## src/rtl/ecc_cap_pkg.sv

```systemverilog
package ecc_cap_pkg;

  localparam int REG_W         = 32;
  localparam int TAG_W         = 19;
  localparam int SYN_W         = 8;
  localparam int SBE_BIT       = 0;
  localparam int MBE_BIT       = 1;
  localparam int NMI_EN_BIT    = 2;
  localparam int BERR_EN_BIT   = 3;
  localparam int SYN_LSB       = 4;
  localparam int TAG_LSB       = SYN_LSB + SYN_W;
  localparam int SCRUB_DIS_BIT = TAG_LSB + TAG_W;

  typedef struct packed {
    logic scrub_dis;
    logic berr_en;
    logic nmi_en;
  } ctrl_t;

  // Assemble the software-visible register image.
  function automatic logic [REG_W-1:0] pack_reg(ctrl_t c, logic [TAG_W-1:0] tag,
                                                logic [SYN_W-1:0] syn,
                                                logic mbe, logic sbe);
    return {c.scrub_dis, tag, syn, c.berr_en, c.nmi_en, mbe, sbe};
  endfunction

  // Pull the control fields out of a write word.
  function automatic ctrl_t unpack_ctrl(logic [REG_W-1:0] w);
    ctrl_t c;
    c.scrub_dis = w[SCRUB_DIS_BIT];
    c.berr_en   = w[BERR_EN_BIT];
    c.nmi_en    = w[NMI_EN_BIT];
    return c;
  endfunction

endpackage

```

## src/rtl/ecc_cap_ctrl.sv

```systemverilog
module ecc_cap_ctrl
  import ecc_cap_pkg::*;
(
  input  logic  clk,
  input  logic  rst_n,
  input  logic  wr_en,
  input  ctrl_t wr_ctrl,
  output ctrl_t ctrl_q
);

  always_ff @(posedge clk) begin
    if (!rst_n)     ctrl_q <= '0;
    else if (wr_en) ctrl_q <= wr_ctrl;
  end

endmodule

```

## src/rtl/ecc_cap_latch.sv

```systemverilog
module ecc_cap_latch #(
  parameter int TAG_W = 19,
  parameter int SYN_W = 8
) (
  input  logic             clk,
  input  logic             rst_n,
  input  logic             sbe_in,
  input  logic             mbe_in,
  input  logic [SYN_W-1:0] syn_in,
  input  logic [TAG_W-1:0] tag_in,
  input  logic             clr_sbe,
  input  logic             clr_mbe,
  input  logic             rearm,
  output logic             sbe_flag,
  output logic             mbe_flag,
  output logic             locked,
  output logic             capture,
  output logic [TAG_W-1:0] tag_q,
  output logic [SYN_W-1:0] syn_q
);

  // Capture is allowed only while no earlier event holds the register.
  assign capture = !locked && (sbe_in || mbe_in);

  always_ff @(posedge clk) begin
    if (!rst_n) begin
      sbe_flag <= 1'b0;
      mbe_flag <= 1'b0;
      locked   <= 1'b0;
      tag_q    <= '0;
      syn_q    <= '0;
    end else if (capture) begin
      mbe_flag <= mbe_in;          // multi-bit takes precedence
      sbe_flag <= !mbe_in;
      locked   <= 1'b1;
      tag_q    <= tag_in;
      syn_q    <= syn_in;
    end else begin
      if (clr_sbe) sbe_flag <= 1'b0;
      if (clr_mbe) mbe_flag <= 1'b0;
      if (rearm)   locked   <= 1'b0;
    end
  end

endmodule

```

## src/rtl/ecc_cap_irq.sv

```systemverilog
module ecc_cap_irq
  import ecc_cap_pkg::*;
(
  input  logic  clk,
  input  logic  rst_n,
  input  ctrl_t ctrl_q,
  input  logic  sbe_flag,
  input  logic  mbe_flag,
  input  logic  sbe_in,
  input  logic  mbe_in,
  output logic  nmi_req,
  output logic  bus_err_req,
  output logic  scrub_req
);

  logic scrub_hit;

  assign nmi_req     = sbe_flag && ctrl_q.nmi_en;
  assign bus_err_req = mbe_flag && ctrl_q.berr_en;
  assign scrub_hit   = sbe_in && !mbe_in && !ctrl_q.scrub_dis;

  always_ff @(posedge clk) begin
    if (!rst_n) scrub_req <= 1'b0;
    else        scrub_req <= scrub_hit;
  end

endmodule

```

## src/rtl/ecc_err_capture.sv

```systemverilog
module ecc_err_capture
  import ecc_cap_pkg::*;
#(
  parameter int ADDR_W = 32
) (
  input  logic              clk,
  input  logic              rst_n,
  input  logic              ecc_sbe,
  input  logic              ecc_mbe,
  input  logic [SYN_W-1:0]  ecc_syndrome,
  input  logic [ADDR_W-1:0] ecc_addr,
  input  logic              csr_wr,
  input  logic [REG_W-1:0]  csr_wdata,
  output logic [REG_W-1:0]  csr_rdata,
  output logic              nmi_req,
  output logic              bus_err_req,
  output logic              scrub_req
);

  localparam int TAG_LO = ADDR_W - TAG_W;

  ctrl_t            ctrl_q;
  logic             sbe_flag, mbe_flag, locked, capture;
  logic             clr_sbe, clr_mbe, rearm;
  logic [TAG_W-1:0] tag_q;
  logic [SYN_W-1:0] syn_q;
  logic             unused_bits;

  assign clr_sbe     = csr_wr && csr_wdata[SBE_BIT];
  assign clr_mbe     = csr_wr && csr_wdata[MBE_BIT];
  assign rearm       = clr_sbe && clr_mbe;
  assign unused_bits = ^{csr_wdata[SCRUB_DIS_BIT-1:SYN_LSB], ecc_addr[TAG_LO-1:0], capture};

  ecc_cap_ctrl u_ctrl (
    .clk     (clk),
    .rst_n   (rst_n),
    .wr_en   (csr_wr),
    .wr_ctrl (unpack_ctrl(csr_wdata)),
    .ctrl_q  (ctrl_q)
  );

  ecc_cap_latch #(.TAG_W(TAG_W), .SYN_W(SYN_W)) u_latch (
    .clk      (clk),
    .rst_n    (rst_n),
    .sbe_in   (ecc_sbe),
    .mbe_in   (ecc_mbe),
    .syn_in   (ecc_syndrome),
    .tag_in   (ecc_addr[ADDR_W-1:TAG_LO]),
    .clr_sbe  (clr_sbe),
    .clr_mbe  (clr_mbe),
    .rearm    (rearm),
    .sbe_flag (sbe_flag),
    .mbe_flag (mbe_flag),
    .locked   (locked),
    .capture  (capture),
    .tag_q    (tag_q),
    .syn_q    (syn_q)
  );

  ecc_cap_irq u_irq (
    .clk         (clk),
    .rst_n       (rst_n),
    .ctrl_q      (ctrl_q),
    .sbe_flag    (sbe_flag),
    .mbe_flag    (mbe_flag),
    .sbe_in      (ecc_sbe),
    .mbe_in      (ecc_mbe),
    .nmi_req     (nmi_req),
    .bus_err_req (bus_err_req),
    .scrub_req   (scrub_req)
  );

  assign csr_rdata = pack_reg(ctrl_q, tag_q, syn_q, mbe_flag, sbe_flag);

endmodule

```

## config.mk

```make
export PLATFORM = sky130hd
export DESIGN_NAME = ecc_err_capture
export DESIGN_NICKNAME = d
export VERILOG_FILES = /design/src/rtl/ecc_cap_pkg.sv /design/src/rtl/ecc_cap_ctrl.sv /design/src/rtl/ecc_cap_latch.sv /design/src/rtl/ecc_cap_irq.sv /design/src/rtl/ecc_err_capture.sv
export SDC_FILE = /design/constraint.sdc
export NUM_CORES = 1
export LEC_CHECK = 0
export BUFFER_PORTS_ARGS = -buffer_cell sky130_fd_sc_hd__buf_2
export CORE_ASPECT_RATIO = 0.5
export CORE_MARGIN = 1
export CORE_UTILIZATION = 35
export DETAILED_ROUTE_END_ITERATION = 8
export HOLD_SLACK_MARGIN = 0.1
export PLACE_DENSITY = 0.81
export SYNTH_ARGS = -nofsm -noshare
export SYNTH_HDL_FRONTEND = slang
export SYNTH_SLANG_ARGS = --single-unit
```

## constraint.sdc

```tcl
create_clock -name clk -period 1.1 [get_ports clk]
set_input_delay 0.055 -clock clk [delete_from_list [all_inputs] [get_ports clk]]
set_output_delay 0.055 -clock clk [all_outputs]
set_load 0.01 [all_outputs]
```

==> results of run 1 <==
## per-layer routing
| metal | GRT usage | vias to the layer above | part of all wire | wire length [um] |
|---|---|---|---|---|
| met1 | 0.192 | 657 | 0.41 | 1600 |
| met2 | 0.332 | 37 | 0.52 | 2050 |
| li1 | - | 693 | - | - |
| met3 | 0.0561 | 14 | 0.037 | 145 |
| met5 | 0 | - | 0 | 0 |
| met4 | 0.137 | 0 | 0.035 | 138 |
## final cells by class
cell class	count	share of cell area
flip-flops and latches	34	0.302
repair buffers	110	0.343
clock buffers	8	0.0488
well taps	51	0.0283
multi-input cells	101	0.277
inverters	1	0.00166
## Yosys cell counts (all sizes together)
cell type and count:
nand2 57, nor4b 1, o22ai 1, and3 1
buf 9, and3b 1, inv 1, dfxtp 34
nor2 3, a41o 2, and2 2, mux2i 30
o21ba 1, clkbuf 4, and4bb 1, o21bai 1
## logic make-up after synthesis
logic type | count (synthesis) | share of synthesized area
AO/OA/AOI/OAI | 5 | 0.0314
buffers and inverters | 14 | 0.0699
flip-flops | 34 | 0.487
multiplexers | 30 | 0.215
AND/OR/NAND/NOR | 66 | 0.196
## worst max-delay path by stage
stage | end | start | slack (ns)
finish | u_latch.syn_q[0]$_SDFFE_PN0P_ | u_latch.locked$_SDFFE_PN0P_ | 0.04
global route | u_latch.tag_q[14]$_SDFFE_PN0P_ | u_latch.locked$_SDFFE_PN0P_ | 0.008
detailed placement | u_latch.tag_q[14]$_SDFFE_PN0P_ | u_latch.locked$_SDFFE_PN0P_ | 0.03
global placement | u_latch.syn_q[6]$_SDFFE_PN0P_ | u_latch.locked$_SDFFE_PN0P_ | 0.08
CTS | u_latch.tag_q[14]$_SDFFE_PN0P_ | u_latch.locked$_SDFFE_PN0P_ | 0.02
floorplan | u_latch.syn_q[0]$_SDFFE_PN0P_ | u_latch.locked$_SDFFE_PN0P_ | 0.04
## per-stage QoR
| stage | utilization | hold WS [ns] | power, uW | setup WS [ns] | area (sq um) |
|---|---|---|---|---|---|
| 6_report | 0.623 | 0.111 | 3230 | 0.0427 | 2260 |
| 3_5_place_dp | 0.493 | 0.286 | 2020 | 0.0305 | 1780 |
| 4_1_cts | 0.614 | 0.102 | 3210 | 0.0173 | 2220 |
| 5_1_grt | 0.623 | 0.136 | 3380 | 0.00826 | 2260 |
| 3_3_place_gp | 0.493 | 0.284 | 2000 | 0.0786 | 1780 |
| 2_1_floorplan | - | 0.134 | 1800 | 0.0397 | 1400 |
## sequential cells by signal, summed over array words and instances (netlist names)
| name | cells |
|---|---|
| u_irq.scrub_req | 1 |
| u_ctrl.ctrl_q | 3 |
| u_latch.locked | 1 |
| u_latch.tag_q | 19 |
| u_latch.sbe_flag | 1 |
| u_latch.syn_q | 8 |
| u_latch.mbe_flag | 1 |
## power groups by stage
stage	clock network, uW	registers [uW]	logic (uW)
after floorplan	0	1480	320
after global placement	0	1420	575
after detailed placement	0	1430	590
after CTS	1120	1400	682
after global routing	1180	1420	781
final	1090	1410	730
## worst reg2reg max path, stage by stage (launching register included)
cell and delay (ns):
dfxtp_1 0.32, o21ba_4 0.28, buf_12 0.15, mux2i_1 0.22
## timing repair
action / 4_1_cts / 5_1_grt
hold buffers: 33 / 0
hold endpoints to repair: 32 / 0
setup endpoints to repair: 0 / 12
gates resized for setup: 0 / 1
buffers inserted: 0 / 0
==> results.yml, run 1 <==
yosys:
  yosysSeqAreaShare: 0.487
  syn_area_sq_um: 1400
  syn_inst: 149
  syn_avg_cell_area_sq_um: 9.37
  netlist.area_leader.share: 0.487
  ys_ff_latch: 34
  synthesis.nets: 226
  synthTopCellsByArea: "dfxtp_1 (49%), mux2i_1 (22%), nand2_1 (15%)"
  synth_cell_types: 19
  synth_top_cell_by_area: "dfxtp_1"
  ys_warn_count: 0
timing:
  finalCriticalPeriod_ns: 1.06
  slew_headroom: 0.775
  rsz0062_at_grt: "false"
  post-route-period-util: 0.961
  worst_slew_pin_slew_ns: 0.337
  clock.fmax_mhz: 946
  final-hold-violation-count: 0
  setup_viol: 0
  finalSetupTns_ns: 0
  drv_slew: 0
  worst_clock_skew_ns: 0.00389
place:
  hpwl_um: 2190
  io_buffer_count: 71
  post-place-cells: 263
  finalWeightedCongestion: 0.657
clocking:
  root_buffer: "clkbuf_8"
  clkLatencyLatePin_ns: 0.29
  cts_num_sinks: 34
  cts_buffers: 5
  clkTransAtPathRegs_ns: 0.07
  cts.path.max_buffers: 2
  cts_max_level: 2
  tritoncts: "done"
critical_path:
  r2r-start: "u_latch.locked$_SDFFE_PN0P_"
  slowest_delay_ns: 0.32
  crit_buf_inv: 1
  crit_fanout: 9
  critPathRequiredTime_ns: 1.31
  ff2ff_setup_slack_ns: 0.04
  crit_path_start_kind: "flip-flop"
  r2r_end: "u_latch.syn_q[0]$_SDFFE_PN0P_"
  crit_type: "flip-flop to flip-flop"
  cp_top_family: "flip-flops"
  worstPathCellList: "o21ba_4, buf_12, mux2i_1"
  crit_cells: 3
  reg2reg_depth: 3
  arrival_ns: 1.27
  cpMaxStageDelayCell: "dfxtp_1"
  end_kind: "flip-flop"
power_and_ir_drop:
  leakagePower_uw: 0.00117
  pwr-share-seq: 0.436
  ir_drop_mv: 0.838
  power_frac_comb: 0.226
  power.share.clock: 0.338
  powerDensity_nw_per_um2: 1430
  p_switching_uw: 846
  power.internal_uw: 2380
  switching_share: 0.262
route:
  drt-total-wl_um: 3930
  wl_per_cell_um: 12.9
  ant_nets: 0
  dr_total_vias: 1401
  via_per_inst: 4.59
  drc: 0
  drt_iter0_drc: 37
  dr.pass1.iters: 4
grt:
  grt_pass1_wl_um: 5750
  overflow: 0
  antenna_found_initial: 0
  grt_max_degree: 37
  grt_usage: 0.183
  grt_pass1_vias: 1265
finish:
  regArea_sq_um: 681
  layout-drive-gt1-share: 0.343
  synthToLayoutAreaGrowth_pct: 61.6
  multi_input_area_sq_um: 624
  nNetsFinal: 330
  fillerInstances: 279
  final_cell_mix: "buf_2 (71), nand2_1 (57), dfxtp_1 (34)"
  num_antenna_cells: 0
  stdcell_count: 305
  final_common_cell: "buf_2"
floorplanning:
  core_area_sq_um: 3620
  fp.dieH_um: 46.7
  rows: 15
  die-area_sq_um: 4260
  initial_core_util: 0.385
  io-pin-count: 112
  die_w_um: 91.3
worst_hold_path:
  worstHoldStart: "csr_wdata[1]"
  hp-class: "input port to flip-flop"
  hold_path_depth: 3
  whs_endpoint: "u_latch.mbe_flag$_SDFFE_PN0P_"
flow_run:
  cap_violations: 0
outcome:
  outcome: "finished, final reports clean"
Note: power is estimated with default switching activity, not from simulation.
==> inputs of run 2 (changes only) <==
--- a/config.mk
+++ b/config.mk
@@ -12,6 +12,7 @@
 export DETAILED_ROUTE_END_ITERATION = 8
 export HOLD_SLACK_MARGIN = 0.1
 export PLACE_DENSITY = 0.81
+export REMOVE_ABC_BUFFERS = 1
 export SYNTH_ARGS = -nofsm -noshare
 export SYNTH_HDL_FRONTEND = slang
 export SYNTH_SLANG_ARGS = --single-unit
==> run 2 against run 1 <==
  * The run now ends with negative setup slack left
  * Register-to-register slack got worse by 0.05 ns
  * Power increased by 1.5%
  * Worst hold slack improved by 0.029 ns
  * Combinational power increased by 7.1%
  * Critical path depth unchanged
  * Maximum frequency decreased by 4.2%
  * Critical endpoint is now u_latch.syn_q[3]$_SDFFE_PN0P_
  * Largest power group unchanged
==> results.yml, run 2 (synthesized netlist as in run 1, its figures left out) <==
timing:
  finalCriticalPeriod_ns: 1.10
  worst_clock_skew_ns: 0.00225
  post-route-period-util: 1.00
  final.setup.worst_slack_ns: -0.00425
  final-hold-violation-count: 0
  worst_slew_pin_slew_ns: 0.330
  drv_slew: 0
  slew_headroom: 0.780
  clock.fmax_mhz: 906
  setup_viol: 1
  rsz0062_at_grt: "true"
finish:
  top_regs: "u_latch.tag_q (19), u_latch.syn_q (8), u_ctrl.ctrl_q (3)"
  multi_input_area_sq_um: 624
  synthToLayoutAreaGrowth_pct: 63.3
  fillerInstances: 248
  nNetsFinal: 331
  num_antenna_cells: 0
  regArea_sq_um: 682
  largest-register: "u_latch.tag_q"
  final_cell_mix: "buf_2 (71), nand2_1 (57), dfxtp_1 (33)"
  stdcell_count: 306
  final_common_cell: "buf_2"
  largest_reg_flops: 19
  layout-drive-gt1-share: 0.353
power_and_ir_drop:
  ir_drop_mv: 0.666
  p_total_uw: 3280
  powerDensity_nw_per_um2: 1440
  leakagePower_uw: 0.00118
clocking:
  cts.path.max_buffers: 2
  cts_max_level: 2
  tritoncts: "done"
  root_buffer: "clkbuf_8"
  postCtsSetupBuffers: 0
  clkLatencyLatePin_ns: 0.28
  clkTransAtPathRegs_ns: 0.07
  cts_num_sinks: 34
  cts_buffers: 5
place:
  io_buffer_count: 71
  hpwl_um: 2360
  finalWeightedCongestion: 0.708
  post-place-cells: 264
grt:
  grt_usage: 0.202
  grt_max_degree: 21
  grt_pass1_wl_um: 6400
  grt_pass1_vias: 1416
  antenna_found_initial: 0
  overflow: 0
route:
  wl_met3_um: 187
  drt_iter0_drc: 66
  via_per_inst: 4.65
  drc: 0
  wl_per_cell_um: 15.0
  dr.pass1.iters: 4
  drt-total-wl_um: 4600
  routed.top_layer: "met4"
  dr_wl_met2_um: 2460
  ant_nets: 0
  drt-met1-wl_um: 1840
  dr_total_vias: 1423
critical_path:
  crit_fanout: 8
  crit_type: "flip-flop to flip-flop"
  arrival_ns: 1.31
  reg2reg_depth: 3
  ff2ff_setup_slack_ns: -0.004
  end_kind: "flip-flop"
  r2r-start: "u_latch.locked$_SDFFE_PN0P_"
  crit_path_start_kind: "flip-flop"
  critPathRequiredTime_ns: 1.31
  r2r_end: "u_latch.syn_q[3]$_SDFFE_PN0P_"
  critPathLaunch: "u_latch.locked$_SDFFE_PN0P_"
floorplanning:
  rows: 15
  die-area_sq_um: 4260
  die_w_um: 91.3
  io-pin-count: 112
  initial_core_util: 0.385
  fp.dieH_um: 46.7
  core_area_sq_um: 3620
outcome:
  violations: "negative setup slack"
  outcome: "finished, violations left"
worst_hold_path:
  hp-class: "input port to flip-flop"
  hold_path_depth: 3
  worstHoldStart: "csr_wr"
  whs_endpoint: "u_ctrl.ctrl_q[2]$_SDFFE_PN0P_"
flow_run:
  cap_violations: 0
-- run 2: cell types whose count changed in the layout (fill, tap and decap cells not counted), sizes merged --
cell / previous run / this run
clkbuf: 9 / 10
dlygate4sd3: 33 / 32
buf: 76 / 77
-- run 2: what timing repair did --
| action | 4_1_cts | 5_1_grt |
|---|---|---|
| endpoints found under the hold margin | 31 | 0 |
| gates resized for setup | 0 | 2 |
| hold buffers | 32 | 0 |
| endpoints found under the setup margin | 0 | 16 |
-- run 2: layer usage --
metal | vias to the layer above | global-route usage
li1 | 692 | -
met1 | 674 | 0.210
met4 | 0 | 0.105
met5 | - | 0
met2 | 44 | 0.397
met3 | 13 | 0.0545
-- run 2: final cells by class --
| class | count | share of cell area |
|---|---|---|
| repair buffers | 111 | 0.349 |
| flip-flops and latches | 34 | 0.299 |
| multi-input cells | 101 | 0.274 |
| clock buffers | 8 | 0.0483 |
| well taps | 51 | 0.0280 |
| inverters | 1 | 0.00165 |
-- run 2: critical path, cell delays in order (launching register included) --
cell and delay (ns):
dfxtp_2 0.32, o21ba_4 0.31, clkbuf_16 0.19, mux2i_1 0.20
-- run 2: through the flow --
step           worst slack (ns)  area (sq um)  hold WS (ns)  setup TNS [ns]   util
2_1_floorplan            -0.228          1300         0.134           -6.15      -
4_1_cts                  0.0252          2220         0.122               0  0.613
3_5_place_dp             0.0489          1790         0.288               0  0.495
5_1_grt                 -0.0230          2280         0.132         -0.0557  0.629
6_report               -0.00425          2280         0.140        -0.00425  0.629
3_3_place_gp             0.0837          1790         0.277               0  0.495
-- run 2: worst max-delay path by stage --
stage	endpoint	slack (ns)
after floorplan	u_latch.syn_q[0]$_SDFFE_PN0P_	-0.23
after global placement	u_latch.tag_q[15]$_SDFFE_PN0P_	0.08
after detailed placement	u_latch.tag_q[14]$_SDFFE_PN0P_	0.05
after CTS	u_latch.tag_q[0]$_SDFFE_PN0P_	0.03
after global routing	u_latch.syn_q[3]$_SDFFE_PN0P_	-0.02
final	u_latch.syn_q[3]$_SDFFE_PN0P_	-0.004
-- run 2: power breakdown --
part,total (uW),switching [uW],leakage (uW),internal [uW]
Sequential,1420,66.4,0.000281,1350
Clock,1080,447,0.0000575,632
Combinational,782,358,0.000846,423
Total,3280,872,0.00118,2410
